`config.mk`:
```
export PLATFORM = sky130hd
export DESIGN_NAME = halt_wake_seq
export DESIGN_NICKNAME = d
export VERILOG_FILES = /design/src/rtl/hws_pkg.sv /design/src/rtl/hws_sync.sv /design/src/rtl/hws_tick_div.sv /design/src/rtl/hws_dly_cnt.sv /design/src/rtl/halt_wake_seq.sv
export SDC_FILE = /design/constraint.sdc
export NUM_CORES = 1
export LEC_CHECK = 0
export ABC_AREA = 1
export BUFFER_PORTS_ARGS = -buffer_cell sky130_fd_sc_hd__buf_2
export CORE_ASPECT_RATIO = 0.6
export CORE_MARGIN = 2
export CORE_UTILIZATION = 35
export CTS_CLUSTER_DIAMETER = 150
export DETAILED_ROUTE_END_ITERATION = 10
export GPL_TIMING_DRIVEN = 0
export SYNTH_ARGS = -nofsm -noshare
export SYNTH_HDL_FRONTEND = slang
export SYNTH_SLANG_ARGS = --single-unit
```
`constraint.sdc`:
```
create_clock -name osc_clk -period 1.6 [get_ports osc_clk]
set_clock_uncertainty 0.2 [all_clocks]
set_input_delay 0.32 -clock osc_clk [delete_from_list [all_inputs] [get_ports osc_clk]]
set_output_delay 0.32 -clock osc_clk [all_outputs]
set_load 0.02 [all_outputs]
```
`src/rtl/hws_pkg.sv`:
```
package hws_pkg;
    typedef enum logic [1:0] {
        ST_RUN  = 2'd0,
        ST_HALT = 2'd1,
        ST_WARM = 2'd2
    } hws_state_e;
endpackage

```
`src/rtl/hws_sync.sv`:
```
module hws_sync #(
    parameter int STAGES = 2
) (
    input  logic clk,
    input  logic rst_n,
    input  logic d_async,
    output logic q_sync
);
    logic [STAGES-1:0] chain_q;

    generate
        for (genvar i = 0; i < STAGES; i++) begin : g_stage
            if (i == 0) begin : g_first
                always_ff @(posedge clk or negedge rst_n) begin
                    if (!rst_n) chain_q[0] <= 1'b0;
                    else        chain_q[0] <= d_async;
                end
            end else begin : g_next
                always_ff @(posedge clk or negedge rst_n) begin
                    if (!rst_n) chain_q[i] <= 1'b0;
                    else        chain_q[i] <= chain_q[i-1];
                end
            end
        end
    endgenerate

    assign q_sync = chain_q[STAGES-1];
endmodule

```
`src/rtl/hws_tick_div.sv`:
```
module hws_tick_div #(
    parameter int DIV = 10
) (
    input  logic clk,
    input  logic rst_n,
    input  logic clr,
    input  logic run,
    output logic tick
);
    localparam int DIV_W = (DIV > 1) ? $clog2(DIV) : 1;
    localparam logic [DIV_W-1:0] LAST = DIV_W'(DIV - 1);

    logic [DIV_W-1:0] phase_q;

    always_ff @(posedge clk or negedge rst_n) begin
        if (!rst_n)       phase_q <= '0;
        else if (clr)     phase_q <= '0;
        else if (run)     phase_q <= (phase_q == LAST) ? '0 : phase_q + 1'b1;
    end

    assign tick = run && (phase_q == LAST);

    // while running, the phase never leaves its legal range
    assert_phase_range_R5: assert property (@(posedge clk) disable iff (!rst_n)
        run |-> (phase_q <= LAST));
endmodule

```
`src/rtl/hws_dly_cnt.sv`:
```
module hws_dly_cnt #(
    parameter int DLY_INIT = 256
) (
    input  logic clk,
    input  logic rst_n,
    input  logic load,
    input  logic tick,
    output logic expire
);
    localparam int CNT_W = $clog2(DLY_INIT + 1);
    localparam logic [CNT_W-1:0] INIT_V = CNT_W'(DLY_INIT);

    logic [CNT_W-1:0] cnt_q;

    always_ff @(posedge clk or negedge rst_n) begin
        if (!rst_n)                   cnt_q <= '0;
        else if (load)                cnt_q <= INIT_V;
        else if (tick && cnt_q != '0) cnt_q <= cnt_q - 1'b1;
    end

    assign expire = tick && (cnt_q == CNT_W'(1));

    // each instruction tick removes exactly one count
    assert_cnt_step_R5: assert property (@(posedge clk) disable iff (!rst_n)
        (!load && tick && cnt_q != '0) |=> (cnt_q == $past(cnt_q) - 1'b1));
    // a fresh load always starts from the full preload
    assert_cnt_load_R7: assert property (@(posedge clk) disable iff (!rst_n)
        load |=> (cnt_q == INIT_V));
endmodule

```
`src/rtl/halt_wake_seq.sv`:
```
module halt_wake_seq
    import hws_pkg::*;
#(
    parameter int DIV         = 10,
    parameter int DLY_INIT    = 256,
    parameter int SYNC_STAGES = 2
) (
    input  logic osc_clk,
    input  logic rst_n,
    input  logic halt_req,
    input  logic wake_evt,
    input  logic clkout_pin,
    input  logic xtal_mode,
    input  logic halt_allow,
    input  logic cfg_dly_wr,
    input  logic cfg_dly_val,
    output logic osc_en,
    output logic core_clk_en,
    output logic halt_flag
);
    hws_state_e st_q, st_d;
    logic       wake_s, pin_s, pin_prev_q, pin_rise;
    logic       dly_en_q, need_dly, wake_ok;
    logic       warm_load, tick, expire;

    hws_sync #(.STAGES(SYNC_STAGES)) u_wake_sync (
        .clk(osc_clk), .rst_n(rst_n), .d_async(wake_evt), .q_sync(wake_s));

    hws_sync #(.STAGES(SYNC_STAGES)) u_pin_sync (
        .clk(osc_clk), .rst_n(rst_n), .d_async(clkout_pin), .q_sync(pin_s));

    always_ff @(posedge osc_clk or negedge rst_n) begin
        if (!rst_n) pin_prev_q <= 1'b0;
        else        pin_prev_q <= pin_s;
    end
    assign pin_rise = pin_s && !pin_prev_q;

    // RC-mode delay configuration bit
    always_ff @(posedge osc_clk or negedge rst_n) begin
        if (!rst_n)          dly_en_q <= 1'b0;
        else if (cfg_dly_wr) dly_en_q <= cfg_dly_val;
    end

    assign wake_ok   = wake_s || (pin_rise && !xtal_mode);
    assign need_dly  = xtal_mode || dly_en_q;
    assign warm_load = (st_q == ST_HALT) && wake_ok && need_dly;

    hws_tick_div #(.DIV(DIV)) u_div (
        .clk(osc_clk), .rst_n(rst_n), .clr(warm_load),
        .run(st_q == ST_WARM), .tick(tick));

    hws_dly_cnt #(.DLY_INIT(DLY_INIT)) u_cnt (
        .clk(osc_clk), .rst_n(rst_n), .load(warm_load),
        .tick(tick), .expire(expire));

    // next-state logic
    always_comb begin
        st_d = st_q;
        unique case (st_q)
            ST_RUN:  if (halt_req && halt_allow) st_d = ST_HALT;
            ST_HALT: if (wake_ok)                st_d = need_dly ? ST_WARM : ST_RUN;
            ST_WARM: if (expire)                 st_d = ST_RUN;
            default:                             st_d = ST_RUN;
        endcase
    end

    // state register
    always_ff @(posedge osc_clk or negedge rst_n) begin
        if (!rst_n) st_q <= ST_RUN;
        else        st_q <= st_d;
    end

    // outputs
    always_comb begin
        osc_en      = 1'b1;
        core_clk_en = 1'b1;
        halt_flag   = 1'b0;
        unique case (st_q)
            ST_RUN:  ;
            ST_HALT: begin osc_en = 1'b0; core_clk_en = 1'b0; halt_flag = 1'b1; end
            ST_WARM: begin core_clk_en = 1'b0; halt_flag = 1'b1; end
            default: ;
        endcase
    end

    assert_halt_entry_R2: assert property (@(posedge osc_clk) disable iff (!rst_n)
        (st_q == ST_RUN && halt_req && halt_allow) |=> (halt_flag && !osc_en && !core_clk_en));

    assert_flag_stuck_R3: assert property (@(posedge osc_clk) disable iff (!rst_n)
        (st_q == ST_RUN && !halt_allow) |=> !halt_flag);

    assert_core_gated_R5: assert property (@(posedge osc_clk) disable iff (!rst_n)
        $rose(core_clk_en) |-> ($past(st_q) == ST_WARM ||
                                ($past(st_q) == ST_HALT && !$past(need_dly))));

    assert_no_skip_R6: assert property (@(posedge osc_clk) disable iff (!rst_n)
        (st_q == ST_HALT && wake_ok && !need_dly) |=> (core_clk_en && osc_en));

    assert_xtal_pin_R8: assert property (@(posedge osc_clk) disable iff (!rst_n)
        (st_q == ST_HALT && xtal_mode && !wake_s) |=> (st_q == ST_HALT));

    assert_run_wake_R10: assert property (@(posedge osc_clk) disable iff (!rst_n)
        (st_q == ST_RUN && !halt_req) |=> (core_clk_en && !halt_flag));
endmodule

```
==> key figures, run 1 <==
Yosys
  • Post-synth top area cell: dfrtp_1
  • Area contributors post-synth: dfrtp_1 42%, nand2_1 12%, nand3_1 11%
  • Top FF cell, synth: dfrtp_1
  • Warnings from Yosys: 0
  • Mean Syn Cell Area: 8.12 um^2
  • Asr flop ratio synth: 100%
  • Synthesized net count: 172
  • Post-synthesis sequential area ratio: 42.0%
  • Cell variety after synth: 22
  • Mapped cell area: 1250 um^2
  • Count leader, synth: nand2_1
  • Synth Register Bits: 21
  • Commonest cells in the synthesized netlist: 39 x nand2_1, 27 x nand3_1, 21 x dfrtp_1
  • Post-synth top area share: 42.0%
  • Post-synth EDFFs: 0
  • Post-synthesis cell count: 154

Min path
  • Hold Crit Depth: 2
  • HP Start: cfg_dly_wr
  • Worst hold path endpoint: dly_en_q
  • Min-Delay Path Class: in2reg

STA
  • Minimum clock period after layout: 1.69 ns
  • Final slew viol count: 0
  • Finish-stage setup viols: 11
  • Worst setup margin: -0.0894 ns
  • Final hold vios: 0
  • Fin Hold WS: around 0.082 ns
  • Fin crit share: 106%
  • Slew margin rel.: 66.9%
  • Maximum clock rate: 592 MHz
  • Worst Tran Pin Value: 0.496 ns
  • Unrepaired setup endpoints after global routing: yes
  • Setup tns final: -0.480 ns

Global route
  • Most Used Layer, Global Route: met2
  • Met1 usage: between 20% and 30%
  • Initial antenna violation count: 0
  • Met2 GRT Util: approximately a quarter
  • Largest net degree at the start of global routing: 22
  • Grt met3 use: 4.32%
  • Via count of the first global-routing pass: about 1,100
  • First-pass GRT wire length: just under 5000 um
  • GRT Total Usage: 15.5%
  • Total gr overflow: 0

Worst setup path
  • Arrival time worst endpoint: 1.17 ns
  • Worst setup EP type: output pin
  • R2r worst-path depth: 6
  • CP required: 1.08 ns
  • CP Launch Type: flip-flop
  • R2R setup slack: -0.06 ns
  • Worst Setup Path Type: reg2out
  • Critical R2R Launch: st_q[0]
  • CP max FO: 3
  • Critical R2R Capture: u_cnt.cnt_q[1]

Layout
  • ANT cells: 0
  • Nets: 202
  • Share of layout cells above drive strength 1: 33.3%
  • # fillers: 311
  • Area grow syn2layout: 29.9%

Place
  • Number of port buffers: 11
  • HPWL Detailed: 1980 um
  • Gp weighted congestion: about 0.77

Die
  • Placement row count: 16
  • Die area: between 4000 and 5000 um^2
  • Ports: 12
  • DIE WIDTH: 81.2 um
  • Core Region: 3340 um^2
  • Initial Util: 37.4%
  • Die height: 50.3 um

Status
  • Failing checks: setup timing
  • Status: complete, but fails checks

Pwr
  • PD cells: 1240 nW/um^2
  • Pwr Total: 0.00201 W
  • Peak VDD IR: 0.593 mV
  • Static leakage: about 0.85 nW

Clocking
  • H-tree levels: 1
  • CTS clk-pin slew, worst paths: 0.08 ns
  • TritonCTS Buffers: 3
  • CTS tree: done
  • Clock buffer depth: 2
  • Clock Tree Root: clkbuf_8
  • Clock Latency Late Sink: 0.26 ns
  • CTS sink cnt: 21

Routing
  • Post-route ant nets: 0
  • WL/cell: between 10 and 15 um
  • Final WL: 3020 um
  • Vias: ~1,100
  • DRC: 0
  • Via/cell ratio: 4.93
  • Initial DRC Count: 63
  • First drt pass iteration count: 5

Flow run
  • Max_cap viols: 0
[where the power goes]
group          switching, W  leakage, nW  internal, W  total, W
logic              0.000540        0.556     0.000430  0.000970
clock network      0.000186       0.0255     0.000174  0.000360
registers         0.0000729        0.273     0.000609  0.000682
total              0.000799        0.855      0.00121   0.00201
[cell usage in the layout (no fill, tap or decap), types with 4 or more instances in the layout]
cell type and count:
buf_2 8, buf_4 10, buf_6 5, dfrtp_1 20, ha_1 5, inv_1 12
inv_2 9, nand2_1 35, nand2_2 7, nand3_1 26, nor2_1 6, o21ai_1 4
xor2_1 5
[through the flow]
| step | area [um^2] | util, % | std cells | setup WS [ns] |
|---|---|---|---|---|
| detailed placement | 1360 | 40.8 | 210 | -0.123 |
| CTS | 1530 | 45.7 | 222 | -0.0881 |
| global route | 1630 | 48.6 | 228 | -0.135 |
| finish | 1630 | 48.6 | 228 | -0.0894 |
| floorplan | 1250 | - | 154 | 0.0248 |
| global placement | 1360 | 40.8 | 210 | -0.0678 |
[final cells by class]
type	instances	area, um^2	area share, %
multi-input combinational	108	694	42.7
sequential	21	527	32.4
timing repair buffer	24	179	11.0
inverter	24	100	6.16
tap	45	56.3	3.46
clock buffer	3	41.3	2.54
buffer	2	22.5	1.39
clock inverter	1	5.00	0.308
[critical path, stage by stage (launching register included)]
cell	delay, ns
dfrtp_1	0.40
inv_2	0.09
ha_4	0.27
inv_2	0.03
buf_6	0.12
[worst max-delay path by stage]
stage                        start  depth (start not counted)          endpoint  slack [ns]
global placement           st_q[1]                          8    u_cnt.cnt_q[1]       -0.07
floorplan                  st_q[1]                          8  u_div.phase_q[2]        0.02
finish                     st_q[1]                          4       core_clk_en       -0.09
CTS                        st_q[1]                          4            osc_en       -0.09
global route               st_q[0]                          6    u_cnt.cnt_q[1]       -0.14
detailed placement  u_cnt.cnt_q[0]                          9    u_cnt.cnt_q[8]       -0.12
[sequential cells by signal (all words and copies together), names as in the netlist]
register             cells
dly_en_q                 1
pin_prev_q               1
st_q                     2
u_cnt.cnt_q              9
u_div.phase_q            4
u_pin_sync.chain_q       1
u_pin_sync.q_sync        1
u_wake_sync.chain_q      1
u_wake_sync.q_sync       1
[cells by family after synthesis]
kind of cell	share of synthesized area, %
AOI/OAI and AO/OA	4.80
xor gates and xnor gates	3.50
adders and majority gates	9.00
buffers and inverters	8.30
DFF	42.0
and+or+nand+nor	32.4
[repair_timing]
item / in CTS / in global routing
endpoints found under the hold margin: 23 / 0
resized for setup: 16 / 22
pin swaps: 0 / 3
gates cloned: 1 / 1
setup endpoints to repair: 16 / 18
hold buffers: 3 / 0
setup buffers: 4 / 5
[layer usage]
layer  wire length, um  vias to the layer above
met5                 0                        -
met4                43                        0
met3               104                        6
met2              1340                       25
met1              1540                      544
li1                  -                      550
(Power assumes the default switching activity.)
==> run 2: changes to the inputs <==
Settings changed: ABC_AREA 1 to default.
==> run 2 against run 1 <==
Net effect:
- flip-flop and latch count did not move
- power increased by 21%
- clock power fell by 3%
- the flow still finishes with violations (setup timing)
- largest cell class unchanged
- cell count down 19%
- highest routed layer unchanged
- critical endpoint is now u_cnt.cnt_q[8]
- fmax decreased by 16%
==> key figures, run 2 <==
Status
  • Status: complete, but fails checks
  • Failing checks: setup timing

Yosys
  • Synthesized net count: 123
  • Synth Area in Adders: 10.0%
  • Synth Register Bits: 21
  • Warnings from Yosys: 0
  • Commonest cells in the synthesized netlist: 21 x dfrtp_1, 11 x nor2_1, 9 x ha_1
  • Post-synth EDFFs: 0
  • Post-synthesis mux area share: 3.90%
  • Simple-Gate Fraction of Synth Area: between 20% and 30%
  • Asr flop ratio synth: 100%
  • Mean Syn Cell Area: roughly 11 um^2
  • Synth Area in XOR/XNOR: 3.90%
  • Post-synth top area cell: dfrtp_1
  • Area contributors post-synth: dfrtp_1 47%, ha_1 10%, nor2_1 3.7%
  • Synth Area in Compound Gates: 11.6%
  • Largest family of logic cells by synthesized area: simple AND/OR/NAND/NOR gates
  • Post-synth top area share: a little under half
  • Top FF cell, synth: dfrtp_1
  • Mapped cell area: 1120 um^2
  • Cell variety after synth: 38
  • Post-synthesis cell count: roughly 110
  • Post-synthesis sequential area ratio: between 40% and 50%
  • Count leader, synth: dfrtp_1

STA
  • Worst setup margin: -0.411 ns
  • Final slew viol count: 0
  • Fin crit share: 126%
  • Finish-stage setup viols: 18
  • Unrepaired setup endpoints after global routing: yes
  • Minimum clock period after layout: 2.01 ns
  • Slew margin rel.: approximately two thirds
  • Maximum clock rate: 497 MHz
  • Worst Tran Pin Value: 0.493 ns
  • Setup tns final: -4.36 ns
  • Final hold vios: 0

Place
  • HPWL Detailed: 1550 um
  • DP Worst Slack: -0.599 ns
  • Number of port buffers: 11
  • Placed cell count: 158
  • Gp weighted congestion: 0.756
  • DP Area: 1260 um^2

Die
  • Initial Util: ~38%
  • Ports: 12
  • DIE WIDTH: 77.1 um
  • Placement row count: 15
  • Die height: 47.9 um
  • Die area: 3690 um^2
  • Core Region: 2970 um^2

Min path
  • Hold Crit Depth: 2
  • HP Start: cfg_dly_val
  • Min-Delay Path Class: in2reg
  • Worst hold path endpoint: dly_en_q

Routing
  • DRC: 0
  • First drt pass iteration count: 4
  • Final WL: about 2800 um
  • WL/cell: ~15 um
  • Initial DRC Count: 23
  • Vias: 928
  • Post-route ant nets: 0
  • Via/cell ratio: approximately 5.0

Clocking
  • CTS tree: done
  • TritonCTS Buffers: 3
  • Clock buffer depth: 2
  • H-tree levels: 1
  • CTS clk-pin slew, worst paths: approximately 0.080 ns
  • CTS sink cnt: 21
  • Clock Latency Late Sink: 0.26 ns
  • Clock Tree Root: clkbuf_8

Layout
  • Nets: 162
  • Most common cell after layout, fill and taps aside: dfrtp_1
  • Largest Register: u_cnt.cnt_q
  • Biggest registers after layout: u_cnt.cnt_q (9), u_div.phase_q (4), st_q (2)
  • Area grow syn2layout: 48.9%
  • ANT cells: 0
  • Non-Filler Instances: around 190
  • Number of flip-flops in the largest register: 9
  • Most frequent cells in the layout: 18 x dfrtp_1, 15 x buf_4, 9 x buf_6
  • # fillers: ~250
  • Share of layout cells above drive strength 1: 49.7%
  • Final Cell Area: around 1700 um^2

Pwr
  • Switching power: 0.000908 W
  • Sequential share of power: between 30% and 40%
  • Comb power frac: roughly 55%
  • Clock share of power: 14.4%
  • Static leakage: 0.727 nW
  • Net Sw Frac: 37.4%
  • Internal Pwr Total: 0.00152 W
  • Peak VDD IR: roughly 0.91 mV
  • PD cells: 1450 nW/um^2

Worst setup path
  • Arrival time worst endpoint: 1.96 ns
  • R2r worst-path depth: 7
  • Critical R2R Capture: u_cnt.cnt_q[8]
  • CP max FO: 3
  • Worst setup EP type: flip-flop
  • Worst Setup Path Type: reg2reg
  • CP Launch Type: flip-flop
  • CP required: 1.55 ns
  • R2R setup slack: -0.41 ns
  • Critical R2R Launch: st_q[0]

Global route
  • Total gr overflow: 0
  • Initial antenna violation count: 0
  • GRT Total Usage: between 10% and 20%
  • Largest net degree at the start of global routing: 22
  • First-pass GRT wire length: 4260 um
  • Via count of the first global-routing pass: 910

Flow run
  • Max_cap viols: 0
run 2: worst max-delay path by stage:
stage	start	to
floorplan	st_q[0]	u_cnt.cnt_q[5]
global placement	st_q[0]	u_cnt.cnt_q[5]
detailed placement	st_q[0]	u_cnt.cnt_q[5]
CTS	u_cnt.cnt_q[0]	u_cnt.cnt_q[8]
global route	st_q[0]	u_cnt.cnt_q[8]
finish	st_q[0]	u_cnt.cnt_q[8]
run 2: what timing repair did:
action,in CTS,in global routing
pin swaps,14,7
endpoints found under the hold margin,23,0
gates resized for setup,34,16
buffers inserted,17,5
endpoints found under the setup margin,18,18
cloned,1,0
hold buffers,3,0
run 2: stage by stage:
step / power, W / util, % / hold WS [ns]
finish: 0.00243 / 56.4 / 0.0921
global route: 0.00257 / 56.4 / 0.0962
CTS: 0.00227 / 53.5 / 0.0900
detailed placement: 0.00145 / 42.5 / 0.104
global placement: 0.00142 / 42.5 / 0.105
floorplan: 0.00126 / - / -0.176
run 2: worst max-delay path, cell delays in order (launching register included):
cell and delay [ns]:
dfrtp_1 0.40, inv_2 0.10, ha_4 0.14, and4b_1 0.21, buf_6 0.12, nand4_1 0.12
o31a_1 0.26, or3_1 0.34
run 2: logic make-up (layout without fill, tap and decap cells):
family,count (synthesis),in the layout
compound gates,17,17
xor+xnor,5,5
simple gates,39,39
mux,4,4
fa+ha+maj,9,9
buf+inv,10,48
flops,21,21
run 2: area by class of cell:
class / count / area [um^2] / area share [%]
buffer: 2 / 26.3 / 1.57
clock buffer: 3 / 41.3 / 2.47
clock inverter: 1 / 5.00 / 0.299
inverter: 7 / 36.3 / 2.17
multi-input combinational: 74 / 694 / 41.5
sequential: 21 / 529 / 31.6
tap: 42 / 52.6 / 3.14
timing repair buffer: 35 / 288 / 17.2
run 2: power groups by stage:
stage	Clock (W)	Sequential (W)	Combinational [W]
after floorplan	0	0.000731	0.000526
after detailed placement	0	0.000761	0.000688
after CTS	0.000360	0.000740	0.00117
final	0.000350	0.000752	0.00133
after global placement	0	0.000753	0.000664
after global routing	0.000380	0.000763	0.00143
run 2: layer usage:
| layer | global-route usage, % | vias up | part of all wire, % |
|---|---|---|---|
| li1 | - | 452 | - |
| met5 | 0 | - | 0 |
| met2 | 27.8 | 18 | 48 |
| met3 | 4.53 | 6 | 3.2 |
| met4 | 4.29 | 0 | 1.6 |
| met1 | 19.4 | 452 | 47 |
